<file path="src/rtl/fpm_pkg.sv">
package fpm_pkg;

  typedef enum logic [1:0] {
    SRC_FAST   = 2'd0,
    SRC_SLOW   = 2'd1,
    SRC_PERIOD = 2'd2
  } srcMode_e;

  typedef enum logic [2:0] {
    ST_IDLE = 3'd0,
    ST_WAIT = 3'd1,
    ST_ARM  = 3'd2,
    ST_GATE = 3'd3,
    ST_DONE = 3'd4
  } measState_e;

  // strobes from control to datapath, valid in the current cycle
  typedef struct packed {
    logic clearAll;
    logic restart;
    logic cntFast;
    logic cntSlow;
    logic cntRef;
  } dpCtrl_t;

endpackage

</file>
<file path="src/rtl/fpm_datapath.sv">
module fpm_datapath
  import fpm_pkg::*;
#(
  parameter int CNT_W = 20
) (
  input  logic             clk,
  input  logic             rstN,
  input  logic             fastIn,
  input  logic             slowIn,
  input  logic             refTick,
  input  dpCtrl_t          dp,
  output logic             slowRise,
  output logic [CNT_W-1:0] count,
  output logic             overflow,
  output logic             fastLevel,
  output logic             slowLevel
);

  localparam logic [CNT_W-1:0] CNT_MAX = {CNT_W{1'b1}};

  logic [1:0] fastSync;
  logic [1:0] slowSync;
  logic       fastPrev;
  logic       slowPrev;
  logic       halfTgl;
  logic       fastRise;
  logic       incr;

  always_ff @(posedge clk or negedge rstN) begin
    if (!rstN) begin
      fastSync <= '0;
      slowSync <= '0;
      fastPrev <= 1'b0;
      slowPrev <= 1'b0;
    end else begin
      fastSync <= {fastSync[0], fastIn};
      slowSync <= {slowSync[0], slowIn};
      fastPrev <= fastSync[1];
      slowPrev <= slowSync[1];
    end
  end

  assign fastRise  = fastSync[1] & ~fastPrev;
  assign slowRise  = slowSync[1] & ~slowPrev;
  assign fastLevel = fastSync[1];
  assign slowLevel = slowSync[1];

  // divide-by-two on the fast path, advancing only while it is counted
  always_ff @(posedge clk or negedge rstN) begin
    if (!rstN)                     halfTgl <= 1'b0;
    else if (dp.restart)           halfTgl <= 1'b0;
    else if (dp.cntFast && fastRise) halfTgl <= ~halfTgl;
  end

  assign incr = (dp.cntFast & fastRise & halfTgl)
              | (dp.cntSlow & slowRise)
              | (dp.cntRef  & refTick);

  always_ff @(posedge clk or negedge rstN) begin
    if (!rstN) begin
      count    <= '0;
      overflow <= 1'b0;
    end else if (dp.clearAll) begin
      count    <= '0;
      overflow <= 1'b0;
    end else if (incr) begin
      if (count == CNT_MAX) overflow <= 1'b1;
      else                  count    <= count + 1'b1;
    end
  end

endmodule

</file>
<file path="src/rtl/fpm_control.sv">
module fpm_control
  import fpm_pkg::*;
#(
  parameter int WAIT_SHORT = 4,
  parameter int WAIT_LONG  = 8,
  parameter int GATE_T0    = 4,
  parameter int GATE_T1    = 8,
  parameter int GATE_T2    = 32,
  parameter int GATE_T3    = 64
) (
  input  logic       clk,
  input  logic       rstN,
  input  logic       ctrlLatch,
  input  logic       selHigh,
  input  logic       selFreq,
  input  logic       countEn,
  input  logic [1:0] gateSel,
  input  logic       msTick,
  input  logic       slowRise,
  output dpCtrl_t    dp,
  output logic       done
);

  localparam int TW = $clog2(GATE_T3 + WAIT_LONG + 2);

  measState_e     state;
  srcMode_e       mode;
  logic [1:0]     gsel;
  logic [TW-1:0]  tickCnt;
  logic           edgeSeen;
  logic [TW-1:0]  waitLen;
  logic [TW-1:0]  gateLen;
  logic           twoPeriods;

  assign twoPeriods = gsel[0];

  always_comb begin
    waitLen = (mode == SRC_PERIOD && twoPeriods) ? TW'(WAIT_LONG) : TW'(WAIT_SHORT);
    case (gsel)
      2'd0:    gateLen = TW'(GATE_T0);
      2'd1:    gateLen = TW'(GATE_T1);
      2'd2:    gateLen = TW'(GATE_T2);
      default: gateLen = TW'(GATE_T3);
    endcase
  end

  always_ff @(posedge clk or negedge rstN) begin
    if (!rstN) begin
      state    <= ST_IDLE;
      mode     <= SRC_FAST;
      gsel     <= 2'd0;
      tickCnt  <= '0;
      edgeSeen <= 1'b0;
    end else if (ctrlLatch) begin
      mode     <= selHigh ? SRC_FAST : (selFreq ? SRC_SLOW : SRC_PERIOD);
      gsel     <= gateSel;
      tickCnt  <= '0;
      edgeSeen <= 1'b0;
      state    <= countEn ? ST_WAIT : ST_IDLE;
    end else begin
      case (state)
        ST_WAIT: if (msTick) begin
          if (tickCnt == waitLen - 1'b1) begin
            tickCnt <= '0;
            state   <= (mode == SRC_PERIOD) ? ST_ARM : ST_GATE;
          end else begin
            tickCnt <= tickCnt + 1'b1;
          end
        end
        ST_ARM: if (slowRise) state <= ST_GATE;
        ST_GATE: begin
          if (mode == SRC_PERIOD) begin
            if (slowRise) begin
              if (edgeSeen || !twoPeriods) state <= ST_DONE;
              else                         edgeSeen <= 1'b1;
            end
          end else if (msTick) begin
            if (tickCnt == gateLen - 1'b1) state <= ST_DONE;
            else                           tickCnt <= tickCnt + 1'b1;
          end
        end
        default: state <= state;
      endcase
    end
  end

  always_comb begin
    dp          = '0;
    dp.clearAll = ctrlLatch & ~countEn;
    dp.restart  = ctrlLatch;
    if (!ctrlLatch && state == ST_GATE) begin
      dp.cntFast = (mode == SRC_FAST);
      dp.cntSlow = (mode == SRC_SLOW);
      dp.cntRef  = (mode == SRC_PERIOD);
    end
  end

  assign done = (state == ST_DONE);

endmodule

</file>
<file path="src/rtl/freq_period_meter.sv">
module freq_period_meter
  import fpm_pkg::*;
#(
  parameter int CNT_W      = 20,
  parameter int WAIT_SHORT = 4,
  parameter int WAIT_LONG  = 8,
  parameter int GATE_T0    = 4,
  parameter int GATE_T1    = 8,
  parameter int GATE_T2    = 32,
  parameter int GATE_T3    = 64
) (
  input  logic             clk,
  input  logic             rstN,
  input  logic             fastIn,
  input  logic             slowIn,
  input  logic             refTick,
  input  logic             msTick,
  input  logic             ctrlLatch,
  input  logic             selHigh,
  input  logic             selFreq,
  input  logic             countEn,
  input  logic [1:0]       gateSel,
  output logic [CNT_W-1:0] count,
  output logic             done,
  output logic             overflow,
  output logic             fastLevel,
  output logic             slowLevel
);

  dpCtrl_t dpStrobes;
  logic    slowRise;

  fpm_control #(
    .WAIT_SHORT(WAIT_SHORT), .WAIT_LONG(WAIT_LONG),
    .GATE_T0(GATE_T0), .GATE_T1(GATE_T1), .GATE_T2(GATE_T2), .GATE_T3(GATE_T3)
  ) uCtrl (
    .clk(clk), .rstN(rstN), .ctrlLatch(ctrlLatch), .selHigh(selHigh),
    .selFreq(selFreq), .countEn(countEn), .gateSel(gateSel), .msTick(msTick),
    .slowRise(slowRise), .dp(dpStrobes), .done(done)
  );

  fpm_datapath #(.CNT_W(CNT_W)) uData (
    .clk(clk), .rstN(rstN), .fastIn(fastIn), .slowIn(slowIn), .refTick(refTick),
    .dp(dpStrobes), .slowRise(slowRise), .count(count), .overflow(overflow),
    .fastLevel(fastLevel), .slowLevel(slowLevel)
  );

endmodule

</file>
<file path="config.mk">
export PLATFORM = sky130hd
export DESIGN_NAME = freq_period_meter
export DESIGN_NICKNAME = d
export VERILOG_FILES = /design/src/rtl/fpm_pkg.sv /design/src/rtl/fpm_datapath.sv /design/src/rtl/fpm_control.sv /design/src/rtl/freq_period_meter.sv
export SDC_FILE = /design/constraint.sdc
export NUM_CORES = 1
export LEC_CHECK = 0
export BUFFER_PORTS_ARGS = -buffer_cell sky130_fd_sc_hd__buf_2
export CORE_MARGIN = 2
export CORE_UTILIZATION = 61
export DETAILED_ROUTE_END_ITERATION = 7
export GPL_TIMING_DRIVEN = 0
export PLACE_DENSITY = 0.84
export RECOVER_POWER = 50
export SLEW_MARGIN = 20
export SYNTH_ARGS = -nofsm -noshare
export SYNTH_HDL_FRONTEND = slang
export SYNTH_SLANG_ARGS = --single-unit
</file>
<file path="constraint.sdc">
create_clock -name clk -period 4 [get_ports clk]
set_clock_uncertainty 0.2 [all_clocks]
set_input_delay 0 -clock clk [delete_from_list [all_inputs] [get_ports clk]]
set_output_delay 0 -clock clk [all_outputs]
set_load 0.05 [all_outputs]
</file>
==> impl_metrics.xml <==
<?xml version="1.0" encoding="UTF-8"?>
<metrics>
  <group name="drt">
    <metric name="drt_wl_total" unit="µm">5773</metric>
    <metric name="detail_route.vias_per_cell" unit="">6.281</metric>
    <metric name="dr.first_iter.drc_count" unit="">266</metric>
    <metric name="detail-route-antenna-nets" unit="">0</metric>
    <metric name="routedWlPerCell" unit="µm">15.73</metric>
    <metric name="dr.pass1.iters" unit="">5</metric>
    <metric name="drt_drc_violations_left" unit="">0</metric>
    <metric name="num_vias" unit="">2305</metric>
  </group>
  <group name="timing">
    <metric name="max_slew.worst_pin.slew" unit="ps">2272</metric>
    <metric name="setup-tns-final" unit="ps">0</metric>
    <metric name="slew_viol_final" unit="">44</metric>
    <metric name="timing.final.crit_share" unit="">0.6881</metric>
    <metric name="relative_slew_slack" unit="">-0.5144</metric>
    <metric name="hold_violations" unit="">0</metric>
    <metric name="rsz0062_at_grt" unit="">no</metric>
    <metric name="worst_hold_slack" unit="ps">143.7</metric>
    <metric name="min_period" unit="ps">2752</metric>
    <metric name="max_freq" unit="MHz">363.3</metric>
    <metric name="report.final.setup_viol" unit="">0</metric>
  </group>
  <group name="worst_setup_path">
    <metric name="crit_family" unit="">simple AND/OR/NAND/NOR gates</metric>
    <metric name="setup.reg_to_reg.worst_slack" unit="ps">1250</metric>
    <metric name="worst-r2r-cell-count" unit="">9</metric>
    <metric name="worstPathBufferInverterCount" unit="">2</metric>
    <metric name="worst_path_most_repeated_cell" unit="">buf_2</metric>
    <metric name="crit_reg_reg_startpoint" unit="">uCtrl.gsel[0]$_DFFE_PN0P_</metric>
    <metric name="timing.critical_path.slowest_stage_cell" unit="">or4_1</metric>
    <metric name="worstSetupPathType" unit="">reg -&gt; reg</metric>
    <metric name="r2r-end" unit="">uCtrl.tickCnt[1]$_DFFE_PN0P_</metric>
    <metric name="worst_setup_path_end_kind" unit="">flip-flop</metric>
    <metric name="path_cells" unit="">buf_2, or2_2, ha_1, xnor2_1, or4_1, o21ai_1, buf_2, mux2i_1, nor2_1</metric>
    <metric name="timing.critical_path.slowest_cell_delay" unit="ps">500</metric>
    <metric name="critical_path_fanout_max" unit="">10</metric>
    <metric name="worst_ep_required_time" unit="ps">3980</metric>
    <metric name="arrival" unit="ps">2730</metric>
    <metric name="startpoint_type" unit="">flip-flop</metric>
  </group>
  <group name="clock_tree">
    <metric name="clockRootBuffer" unit="">clkbuf_8</metric>
    <metric name="max-clock-path-buffers" unit="">2</metric>
    <metric name="clk-insertion-delay-late" unit="ps">300</metric>
    <metric name="cts.htree.levels" unit="">2</metric>
    <metric name="tritoncts" unit="">done</metric>
    <metric name="clkTransAtPathRegs" unit="ps">90</metric>
    <metric name="postCtsSetupRepairBufs" unit="">0</metric>
    <metric name="cts-buffers-inserted" unit="">5</metric>
    <metric name="tritoncts_num_sinks" unit="">43</metric>
  </group>
  <group name="power_and_ir_drop">
    <metric name="cellPowerDensity" unit="nW/µm²">361.2</metric>
    <metric name="cellLeakagePower" unit="nW">1.268</metric>
    <metric name="worst_ir_drop_vdd" unit="V">0.0002962</metric>
    <metric name="total_power" unit="mW">1.048</metric>
  </group>
  <group name="synthesis">
    <metric name="synth_cells" unit="">265</metric>
    <metric name="synth_area_leader" unit="">dfrtp_1</metric>
    <metric name="syn-mean-instance-area" unit="µm²">9.278</metric>
    <metric name="post_synth_edffs" unit="">0</metric>
    <metric name="synthesis.nets" unit="">280</metric>
    <metric name="yosys_warnings" unit="">0</metric>
    <metric name="synth_async_sr_flop_share" unit="">1.000</metric>
    <metric name="synth_common_cells" unit="">43 x dfrtp_1, 32 x nand2_1, 13 x nand2b_1</metric>
    <metric name="post_synth_instance_area" unit="µm²">2459</metric>
    <metric name="synth-seq-area-share" unit="">0.4377</metric>
    <metric name="synth.ff_latch_count" unit="">43</metric>
    <metric name="synth_largest_type_area_fraction" unit="">0.4377</metric>
    <metric name="synthMostInstantiatedCell" unit="">dfrtp_1</metric>
    <metric name="dominantRegCellSynth" unit="">dfrtp_1</metric>
    <metric name="synthDistinctLibCells" unit="">53</metric>
    <metric name="synth_top_cells_by_area" unit="">dfrtp_1 44%, nand2_1 4.9%, or4_1 3.4%</metric>
  </group>
  <group name="placed_design">
    <metric name="port_buffers" unit="">34</metric>
    <metric name="gp_congestion" unit="">0.9321</metric>
    <metric name="detailed_place_hpwl" unit="µm">3922</metric>
    <metric name="dpl_cell_area" unit="µm²">2691</metric>
  </group>
  <group name="layout">
    <metric name="fillerInstances" unit="">307</metric>
    <metric name="area_growth" unit="%">17.96</metric>
    <metric name="ant_diodes" unit="">0</metric>
    <metric name="final_cell_area" unit="µm²">2900</metric>
    <metric name="drive_above_1_share" unit="">0.1735</metric>
    <metric name="finalNetCount" unit="">331</metric>
  </group>
  <group name="floorplan">
    <metric name="initial_utilization" unit="">0.6236</metric>
    <metric name="chipWidth" unit="µm">67.49</metric>
    <metric name="design.portCount" unit="">36</metric>
    <metric name="placement_rows" unit="">23</metric>
    <metric name="design.die.area" unit="µm²">4554</metric>
    <metric name="core_area" unit="µm²">3943</metric>
    <metric name="die_boundary_height" unit="µm">67.49</metric>
  </group>
  <group name="hold_path">
    <metric name="timing.hold.worst_endpoint" unit="">uData.slowSync[0]$_DFF_PN0_</metric>
    <metric name="hold-path-cell-count" unit="">2</metric>
    <metric name="timing.hold.worst.start" unit="">slowIn</metric>
    <metric name="hp-class" unit="">in -&gt; reg</metric>
  </group>
  <group name="global_routing">
    <metric name="grt_start_max_net_pins" unit="">44</metric>
    <metric name="grt_remaining_overflow" unit="">0</metric>
    <metric name="number_of_global_route_vias_before_repair" unit="">2077</metric>
    <metric name="track_usage" unit="">0.2821</metric>
    <metric name="grt_first_pass_wirelength" unit="µm">9680</metric>
    <metric name="antenna_found_initial" unit="">0</metric>
  </group>
  <group name="job">
    <metric name="maxCapViolCount" unit="">1</metric>
  </group>
  <group name="outcome">
    <metric name="violations" unit="">max-capacitance violations, max-slew violations</metric>
    <metric name="status" unit="">finished with violations</metric>
  </group>
</metrics>
worst max path at each step:
stage	start	end	slack, ps	depth (start not counted)
2_1_floorplan	uCtrl.gsel[0]$_DFFE_PN0P_	uCtrl.tickCnt[1]$_DFFE_PN0P_	1410	9
3_3_place_gp	uCtrl.gsel[0]$_DFFE_PN0P_	uCtrl.tickCnt[1]$_DFFE_PN0P_	1310	9
3_5_place_dp	uCtrl.gsel[0]$_DFFE_PN0P_	uCtrl.tickCnt[1]$_DFFE_PN0P_	1270	9
4_1_cts	uCtrl.gsel[0]$_DFFE_PN0P_	uCtrl.tickCnt[1]$_DFFE_PN0P_	1250	9
5_1_grt	rstN	uCtrl.state[0]$_DFFE_PN0P_	960	2
6_report	uCtrl.gsel[0]$_DFFE_PN0P_	uCtrl.tickCnt[1]$_DFFE_PN0P_	1250	9
state kept, by name, summed over array words and instances (netlist names):
name and count:
uData.count 20, uData.halfTgl 1, uData.slowPrev 1, uData.slowSync 2, uCtrl.edgeSeen 1, uData.fastPrev 1
uCtrl.mode 2, uCtrl.state 3, uData.overflow 1, uCtrl.gsel 2, uData.fastSync 2, uCtrl.tickCnt 7
per-layer routing:
layer  share of wire  GRT usage
met1            0.46     0.3790
met2            0.47     0.4522
met3           0.059    0.05833
met4           0.014    0.09694
met5               0          0
worst reg2reg max path: stages, from the launching register on:
cell	delay, ps
dfrtp_1	360
buf_2	170
or2_2	300
ha_1	310
xnor2_1	160
or4_1	500
o21ai_1	150
buf_2	230
mux2i_1	200
nor2_1	50
cell usage in the layout (no fill, tap or decap), drive strengths merged, types with 2 or more instances in the layout:
cell | Yosys | routed
a31oi | 4 | 4
and4 | 4 | 4
and2 | 2 | 2
nand3 | 9 | 9
clkbuf | 9 | 22
or4 | 11 | 11
o31ai | 6 | 6
o21a | 2 | 2
or2 | 3 | 3
ha | 3 | 3
nor2 | 11 | 11
a211oi | 2 | 2
nand2 | 32 | 32
mux2 | 3 | 3
mux2i | 4 | 4
a21oi | 12 | 12
o21ai | 11 | 11
and3 | 6 | 6
buf | 7 | 34
inv | 6 | 6
a311oi | 3 | 3
nand3b | 2 | 2
nand2b | 13 | 13
a31o | 2 | 2
dfrtp | 43 | 43
xor2 | 5 | 5
nor3 | 4 | 4
a41oi | 2 | 2
o211ai | 7 | 7
nor4b | 2 | 2
nand4 | 8 | 8
o41ai | 2 | 2
nor2b | 7 | 7
dlygate4sd3 | 0 | 10
nor4 | 5 | 5
through the flow:
step | util | instances | setup slack (ps)
floorplan | - | 265 | 1411
global placement | 0.6826 | 349 | 1305
detailed placement | 0.6826 | 349 | 1272
CTS | 0.7379 | 367 | 1249
global route | 0.7356 | 367 | 963.2
finish | 0.7356 | 367 | 1248
logic make-up after synthesis:
group / count (synthesis) / synth area share
and+or+nand+nor: 122 / 0.2804
AOI/OAI and AO/OA: 62 / 0.1771
DFF: 43 / 0.4377
buffers and inverters: 22 / 0.03817
muxes: 7 / 0.03003
xor gates and xnor gates: 6 / 0.02137
adders and majority gates: 3 / 0.01527
report_power, final:
group	internal, mW	switching, mW
registers	0.459	0.0334
clock network	0.202	0.151
logic	0.0719	0.130
total	0.733	0.314
timing repair:
action,4_1_cts,5_1_grt
gates resized for setup,0,0
endpoints found under the hold margin,54,0
hold buffers,10,0
cell type report:
| cell class | instances | area [µm²] | share of cell area |
|---|---|---|---|
| tap | 50 | 62.56 | 0.02157 |
| timing repair buffer | 44 | 261.5 | 0.09016 |
| multi-input combinational | 200 | 1289 | 0.4444 |
| inverter | 6 | 22.52 | 0.007765 |
| clock inverter | 2 | 35.03 | 0.01208 |
| clock buffer | 6 | 82.58 | 0.02847 |
| sequential | 43 | 1076 | 0.3710 |
| buffer | 16 | 71.32 | 0.02459 |
No activity file was read; power rests on OpenSTA's default activity.
